===== src/rtl/lwd_pkg.sv =====
package lwd_pkg;
  typedef enum logic [2:0] {
    ST_IDLE, ST_STEP1, ST_STEP2, ST_STEP3, ST_STEP4, ST_LINK
  } lwd_state_e;

  localparam logic [1:0] COMBO_S1 = 2'b11;
  localparam logic [1:0] COMBO_S2 = 2'b01;
  localparam logic [1:0] COMBO_S3 = 2'b00;
  localparam logic [1:0] COMBO_S4 = 2'b10;
endpackage


===== src/rtl/lwd_sync.sv =====
module lwd_sync #(
  parameter int WIDTH = 2
) (
  input  logic             clk_i,
  input  logic             rst_ni,
  input  logic [WIDTH-1:0] d_i,
  output logic [WIDTH-1:0] q_o
);
  for (genvar i = 0; i < WIDTH; i++) begin : g_bit
    logic meta_q, sync_q;
    always_ff @(posedge clk_i or negedge rst_ni) begin
      if (!rst_ni) begin
        meta_q <= 1'b0;
        sync_q <= 1'b0;
      end else begin
        meta_q <= d_i[i];
        sync_q <= meta_q;
      end
    end
    assign q_o[i] = sync_q;
  end
endmodule


===== src/rtl/lwd_counter.sv =====
module lwd_counter #(
  parameter int CNT_W = 8
) (
  input  logic             clk_i,
  input  logic             rst_ni,
  input  logic             load_i,
  input  logic             inc_i,
  output logic [CNT_W-1:0] cnt_o
);
  localparam logic [CNT_W-1:0] CNT_SAT = '1;

  always_ff @(posedge clk_i or negedge rst_ni) begin
    if (!rst_ni)                        cnt_o <= '0;
    else if (load_i)                    cnt_o <= CNT_W'(1);
    else if (inc_i && cnt_o != CNT_SAT) cnt_o <= cnt_o + CNT_W'(1);
  end
endmodule


===== src/rtl/lwd_window.sv =====
module lwd_window #(
  parameter int CNT_W = 8
) (
  input  logic             clk_i,
  input  logic             rst_ni,
  input  logic             capture_i,
  input  logic [CNT_W-1:0] ref_i,
  output logic [CNT_W-1:0] lo_o,
  output logic [CNT_W-1:0] hi_o
);
  logic [CNT_W-1:0] tenth;
  assign tenth = ref_i / CNT_W'(10);

  // floor(T1/10) narrows both edges of the window
  always_ff @(posedge clk_i or negedge rst_ni) begin
    if (!rst_ni) begin
      lo_o <= '0;
      hi_o <= '0;
    end else if (capture_i) begin
      lo_o <= ref_i - tenth;
      hi_o <= ref_i + tenth;
    end
  end
endmodule


===== src/rtl/link_wake_detector.sv =====
module link_wake_detector
  import lwd_pkg::*;
#(
  parameter int REF_KHZ   = 50000,
  parameter int T1_MIN_US = 250,
  parameter int T1_MAX_US = 2000
) (
  input  logic clk_i,
  input  logic rst_ni,
  input  logic srst_i,
  input  logic deact_i,
  input  logic pin_a_i,
  input  logic pin_b_i,
  output logic drv_en_o,
  output logic link_active_o,
  output logic act_pulse_o,
  output logic link_clk_o,
  output logic link_dat_o
);
  localparam int T1_MIN_CYC = REF_KHZ * T1_MIN_US / 1000;
  localparam int T1_MAX_CYC = REF_KHZ * T1_MAX_US / 1000;
  localparam int CNT_W      = $clog2(T1_MAX_CYC + T1_MAX_CYC / 10 + 2);

  logic [1:0] combo, prev_combo_q;
  lwd_state_e state_q, state_d;
  logic load, inc, capture, activate;
  logic [CNT_W-1:0] cnt, win_lo, win_hi, lim_lo, lim_hi;
  logic [1:0] exp_combo, nxt_combo;
  logic in_win, link_q, pulse_q;

  lwd_sync #(.WIDTH(2)) u_sync (
    .clk_i (clk_i),
    .rst_ni(rst_ni),
    .d_i   ({pin_a_i, pin_b_i}),
    .q_o   (combo)
  );

  lwd_counter #(.CNT_W(CNT_W)) u_cnt (
    .clk_i (clk_i),
    .rst_ni(rst_ni),
    .load_i(load),
    .inc_i (inc),
    .cnt_o (cnt)
  );

  lwd_window #(.CNT_W(CNT_W)) u_win (
    .clk_i    (clk_i),
    .rst_ni   (rst_ni),
    .capture_i(capture),
    .ref_i    (cnt),
    .lo_o     (win_lo),
    .hi_o     (win_hi)
  );

  always_comb begin
    exp_combo = COMBO_S1;
    nxt_combo = COMBO_S2;
    unique case (state_q)
      ST_STEP2: begin exp_combo = COMBO_S2; nxt_combo = COMBO_S3; end
      ST_STEP3: begin exp_combo = COMBO_S3; nxt_combo = COMBO_S4; end
      ST_STEP4: begin exp_combo = COMBO_S4; nxt_combo = COMBO_S1; end
      default:  ;
    endcase
  end

  assign lim_lo = (state_q == ST_STEP1) ? CNT_W'(T1_MIN_CYC) : win_lo;
  assign lim_hi = (state_q == ST_STEP1) ? CNT_W'(T1_MAX_CYC) : win_hi;
  assign in_win = (cnt >= lim_lo) && (cnt <= lim_hi);

  always_comb begin
    state_d  = state_q;
    load     = 1'b0;
    inc      = 1'b0;
    capture  = 1'b0;
    activate = 1'b0;
    unique case (state_q)
      ST_IDLE: begin
        if (combo == COMBO_S1 && prev_combo_q != COMBO_S1) begin
          state_d = ST_STEP1;
          load    = 1'b1;
        end
      end
      ST_STEP1, ST_STEP2, ST_STEP3, ST_STEP4: begin
        if (combo == exp_combo) begin
          if (cnt >= lim_hi) state_d = ST_IDLE;
          else               inc     = 1'b1;
        end else if (!in_win) begin
          state_d = ST_IDLE;
        end else if (state_q == ST_STEP4) begin
          state_d  = ST_LINK;
          activate = 1'b1;
        end else if (combo == nxt_combo) begin
          load    = 1'b1;
          capture = (state_q == ST_STEP1);
          state_d = (state_q == ST_STEP1) ? ST_STEP2 :
                    (state_q == ST_STEP2) ? ST_STEP3 : ST_STEP4;
        end else begin
          state_d = ST_IDLE;
        end
      end
      ST_LINK: ;
      default: state_d = ST_IDLE;
    endcase
    if (srst_i || deact_i) begin
      state_d  = ST_IDLE;
      load     = 1'b0;
      capture  = 1'b0;
      activate = 1'b0;
    end
  end

  always_ff @(posedge clk_i or negedge rst_ni) begin
    if (!rst_ni) begin
      state_q      <= ST_IDLE;
      prev_combo_q <= 2'b00;
      link_q       <= 1'b0;
      pulse_q      <= 1'b0;
    end else begin
      state_q      <= state_d;
      prev_combo_q <= srst_i ? 2'b00 : combo;
      pulse_q      <= activate;
      if (srst_i || deact_i) link_q <= 1'b0;
      else if (activate)     link_q <= 1'b1;
    end
  end

  assign link_active_o = link_q;
  assign act_pulse_o   = pulse_q;
  assign drv_en_o      = !link_q;
  assign link_clk_o    = link_q & combo[1];
  assign link_dat_o    = link_q & combo[0];
endmodule


===== config.mk =====
export PLATFORM = sky130hd
export DESIGN_NAME = link_wake_detector
export DESIGN_NICKNAME = d
export VERILOG_FILES = /design/src/rtl/lwd_pkg.sv /design/src/rtl/lwd_sync.sv /design/src/rtl/lwd_counter.sv /design/src/rtl/lwd_window.sv /design/src/rtl/link_wake_detector.sv
export SDC_FILE = /design/constraint.sdc
export NUM_CORES = 1
export LEC_CHECK = 0
export ABC_CLOCK_PERIOD_IN_PS = 13900
export CAP_MARGIN = 20
export CORE_MARGIN = 1
export CORE_UTILIZATION = 55
export DETAILED_ROUTE_END_ITERATION = 16
export HOLD_SLACK_MARGIN = 0.02
export PLACE_DENSITY = 0.71
export RECOVER_POWER = 50
export SLEW_MARGIN = 5
export SYNTH_ARGS = -nofsm -noshare
export SYNTH_HDL_FRONTEND = slang
export SYNTH_HIERARCHICAL = 1
export SYNTH_SLANG_ARGS = --single-unit

===== constraint.sdc =====
create_clock -name clk_i -period 13.9 [get_ports clk_i]
set_clock_uncertainty 0.05 [all_clocks]
set_input_delay 2.78 -clock clk_i [delete_from_list [all_inputs] [get_ports clk_i]]
set_output_delay 2.78 -clock clk_i [all_outputs]
set_load 0.01 [all_outputs]

# --- Yosys cells after proc, flatten, opt, wreduce, memory -nomap -nowiden ---
# Cells that the tools add are included.
word_totals:
  input_bits: 6
  elab_cells: 83
  register_bits: 62
classes:
  magnitude_cmp: 3
  addsub: 3
  mux: 40
  n_eq_ne: 13
  bitwise: 2
  div_mod_pow: 1
  reduce_logical: 10
ops:
  columns: ["operator", "n"]
  rows:
  - ["17-bit 2-to-1 mux", 4]
  - ["17-bit >= comparator", 2]
  - ["3-bit 2-to-1 mux", 9]
  - ["1-bit 2-to-1 mux", 22]
  - ["17-bit by 1-bit adder with 17-bit output, second input constant", 1]
  - ["17-bit adder", 1]
  - ["17-bit by 4-bit divider with 17-bit output, second input constant", 1]
  - ["17-bit <= comparator", 1]
  - ["17-bit inequality test, second input constant", 1]
  - ["17-bit subtractor", 1]
  - ["2-bit one-hot mux with 3 select lines", 2]
  - ["3-bit one-hot mux with 3 select lines", 1]
  - ["3-bit by 2-bit equality test with 1-bit output, second input constant", 2]
  - ["3-bit equality test, second input constant", 2]
  - ["2-bit equality test", 2]
  - ["2-bit inequality test, second input constant", 2]
  - ["4-bit inequality test, second input constant", 1]
  - ["2-bit nonzero test", 2]
  - ["4-bit OR reduction", 1]
  - ["3-bit by 1-bit equality test with 1-bit output, second input constant", 1]
  - ["1-bit logical AND", 3]
  - ["3-bit zero test", 1]
  - ["3-bit inequality test, second input constant", 1]
  - ["3-bit AND reduction", 1]
  - ["other kinds (6)", 7]

# --- Depth between registers and ports, before layout ---
logic_depth:
  word_depth: 10
  depth_mapped: 42

# --- By module ---
# Netlist, hierarchy kept.
by_module_without_submodules:
  columns: ["mod", "cells_per_inst", "instances", "seq_area_each_um2", "area_per_inst_um2"]
  rows:
  - ["lwd_window", 632, 1, 825.8, 4885.9]
  - ["link_wake_detector", 208, 1, 175.2, 1492.7]
  - ["lwd_counter", 91, 1, 425.4, 869.6]
  - ["lwd_sync", 6, 1, 100.1, 115.1]

# --- Worst setup path after synthesis ---
# No wires, ideal clock.
synth_path:
  path_kind: "register to register"
  start: "reg u_cnt.cnt_o[11]"
  end: "reg u_win.hi_o[14]"
  setup_slack_ps: 6626
  path_buffers: 4
  arrival_time_ps: 7099
  required_ps: 13725
  stages_incl_launch_ff: 37
  path_cell_list: "dfrtp_1 buf_2 buf_2 nor2_1 a211o_1 a221oi_1 a311oi_2 o32ai_4 mux2_2 o211a_1 a211oi_4 nand2_1 a31oi_1 and2_1 buf_4 mux2_4 buf_2 a311oi_1 o22a_1 a32oi_1 ha_1 fa_1 a21oi_1 nor2_1 nor2_1 o21bai_1 a21oi_1 o21bai_1 a21oi_1 o21bai_1 a21oi_1 o21bai_1 a21oi_1 o21bai_1 a21oi_1 xnor2_1 mux2_2"
synth_between:
  elab_chain_len: 6
synth_rtl:
  columns: ["item", "line_no", "source"]
  rows:
  - ["start: declaration", "lwd_counter.sv:8", "output logic [CNT_W-1:0] cnt_o"]
  - ["start signal: assignment", "lwd_counter.sv:15", "else if (inc_i && cnt_o != CNT_SAT) cnt_o <= cnt_o + CNT_W'(1);"]
  - ["branches (longest 6 deep; another with 17-bit by 4-bit divider with 17-bit output)", null, null]
  - ["end signal: assignment", "lwd_window.sv:21", "hi_o <= ref_i + tenth;"]
  - ["end: declaration", "lwd_window.sv:9", "output logic [CNT_W-1:0] hi_o"]
# Several ways; the timed one is not identified.
# A chain may end at the register's enable or synchronous reset.

# --- Worst setup path after layout ---
layout_path:
  start: "reg u_cnt.cnt_o[14]"
  end: "reg u_win.lo_o[16]"
layout_between:
  elab_chain_len: 6
layout_rtl:
  columns: ["item", "line_no", "source"]
  rows:
  - ["branches (longest 6 deep; another with 17-bit by 4-bit divider with 17-bit output)", null, null]
  - ["end signal: assignment", "lwd_window.sv:20", "lo_o <= ref_i - tenth;"]
  - ["end: declaration", "lwd_window.sv:8", "output logic [CNT_W-1:0] lo_o,"]
# Several ways; the timed one is not identified.

==> run metrics <==
status=finished, violations left; failing checks=capacitance limit, slew limit; PortBufs=10; Data arrival, critical path=9.73 ns; max incr delay on CP=0.96 ns; Iteration-0 DRC Markers=618; Tcrit/Tclk final=69.0%; via/cell ratio=6.42; total routed wirelength=18.8 mm; DRC=0; endpoints failing setup=0; Hold Crit Class=register to register; most frequent cells in the layout=nor2_1, a21oi_1, nand2_1, ha_1, dfrtp_1; Clock Path Buffers=2; die width=118 um; RD Place Congestion=0.874; Crit path max-delay family=compound AO/OA/AOI/OAI gates; Core Area=approximately 0.013 sq mm; met2 wire len=8.98 mm; Critical Path RT=14.03 ns; total CTS buffers=9; Setup TNS=0 ns; ANT cells=0; Max IR drop VDD=122 uV; Clock Root Buffer=clkbuf_16; first-pass GRT wire length=30.9 mm; Yosys reg bits=61; Crit Path Category=register to register; RSZ-0062 raised after global routing=false; Clock Pin Slew Worst Setup and Hold Paths=0.05 ns; placed insts=1064; post-CTS setup buffers=0; syn_nets=1009; htree depth=3; DRT Pass-1 Iters=5; Syn Inst Count=937; TritonCTS clock tree=yes; Slew @ Worst Pin=2.42 ns; die height=around 120 um; vias in the first global route=6448; Initial Utilization=57.4%; clock sink count=61; Metal-1 WL=8.58 mm; Routed wire per std cell=17.4 um; WL met3=around 770 um; Design Power=1520 uW; synth warn=6; uppermost routed layer=met4; Worst Path Buf+Inv=1; Antenna Nets Post-Route=0; mean post-synth cell area=7.86 sq um; gr usage total=between 20% and 30%; LEAKAGE=~0.0032 uW; power density over the cells=197 mW/mm^2; post-route minimum period=9.60 ns; final net count=976; Site Rows=41; largest net degree at the start of global routing=52; Most used DFF post-synth=dfrtp_1; Layout area overhead=5.05%; Cell variety after synth=106; commonest non-fill, non-tap cell in the layout=nor2_1; post-synthesis sequential area ratio=20.7%; io pins=11; Slew headroom=-61.5%; share of cells above drive strength 1=9.69%; Crit. End Element=register; Post-CTS Hold Buffers=0; max cap viols=1; Cell Area, Synth=about 0.0074 sq mm; Post-synth EDFFs=0; fin. max-slew vios=44; initial antenna violation count=0; Finished Layout Cells=~1100; slowest stage cell, crit path=dfrtp_1; Skew-Pair Late Insertion Delay=0.32 ns; Startpoint Class=register; Post-DP HPWL=~14 mm; Die Area=0.0139 sq mm; Hold Fails Final Rpt=0; vias post-DR=~6900; crit path max fanout=32; CTS resizes=0; async set-or-reset flop fraction in the synthesized netlist=100%; total gr overflow=0; Max Fclk=between 100 and 150 MHz
## logic make-up after synthesis
kind of cell	count (synthesis)	share of synthesized area [%]
muxes	28	4.32
xor gates and xnor gates	55	6.85
DFF	61	20.7
adders and majority gates	68	11.7
and+or+nand+nor	321	22.0
AOI/OAI and AO/OA	287	27.1
buffers and inverters	117	7.32
## worst paths after layout
check	cells after the start	from	end	slack, ns
hold / removal	0	u_sync/g_bit[1].meta_q$_DFF_PN0_	u_sync/g_bit[1].sync_q$_DFF_PN0_	0.32
min in group asynchronous	1	rst_ni	prev_combo_q[0]$_DFF_PN0_	2.57
hold reg to reg	0	u_sync/g_bit[1].meta_q$_DFF_PN0_	u_sync/g_bit[1].sync_q$_DFF_PN0_	0.32
max in group asynchronous	2	rst_ni	u_win/lo_o[10]$_DFFE_PN0P_	8.41
setup / recovery	37	u_cnt/cnt_o[14]$_DFFE_PN0P_	u_win/lo_o[16]$_DFFE_PN0P_	4.30
setup reg to reg	37	u_cnt/cnt_o[14]$_DFFE_PN0P_	u_win/lo_o[16]$_DFFE_PN0P_	4.30
## power by group
group / switching, uW / internal [uW]
Combinational: 642 / 438
Sequential: 26.8 / 191
Clock: 77.4 / 147
Total: 746 / 775
## stage by stage
| stage | setup WS (ns) | hold WS (ns) | cell area (sq um) | utilization, % |
|---|---|---|---|---|
| floorplan | 6.63 | 0.281 | 7360 | - |
| global placement | 4.91 | 0.285 | 7430 | 57.9 |
| detailed placement | 4.49 | 0.304 | 7430 | 57.9 |
| CTS | 4.47 | 0.315 | 7730 | 60.3 |
| global route | 3.65 | 0.325 | 7730 | 60.3 |
| finish | 4.30 | 0.317 | 7730 | 60.3 |
## cell usage after synthesis (19+ instances only)
master,instances,area share [%]
a21oi_1,92,6.3
buf_2,19,1.3
clkbuf_1,32,1.6
dfrtp_1,61,21
ha_1,64,11
inv_1,42,2.1
nand2_1,72,3.7
nand3_1,20,1.4
nor2_1,94,4.8
nor3_1,29,2.0
o21ai_0,39,2.7
o21bai_1,22,2.2
xnor2_1,42,5.0
## area by class of cell
cell class,count,area [sq um]
fillers,1118,5090
flip-flops and latches,61,1530
clock inverters,4,47.5
multi-input cells,759,5310
clock buffers,11,253
well taps,172,215
inverters,50,193
repair buffers,23,191
## per-layer routing
metal	track usage [%]	vias up
li1	-	3337
met1	36.1	3323
met2	43.5	232
met3	2.57	40
met4	10.5	0
met5	0	-
## sequential cells by signal, indices dropped and copies added, names as in the netlist
signal,flops
state_q,3
u_sync/g_bit.meta_q,2
prev_combo_q,2
u_win/hi_o,16
u_sync/g_bit.sync_q,2
u_win/lo_o,17
act_pulse_o,1
u_cnt/cnt_o,17
link_active_o,1
Power figures use the tool's default switching activity.
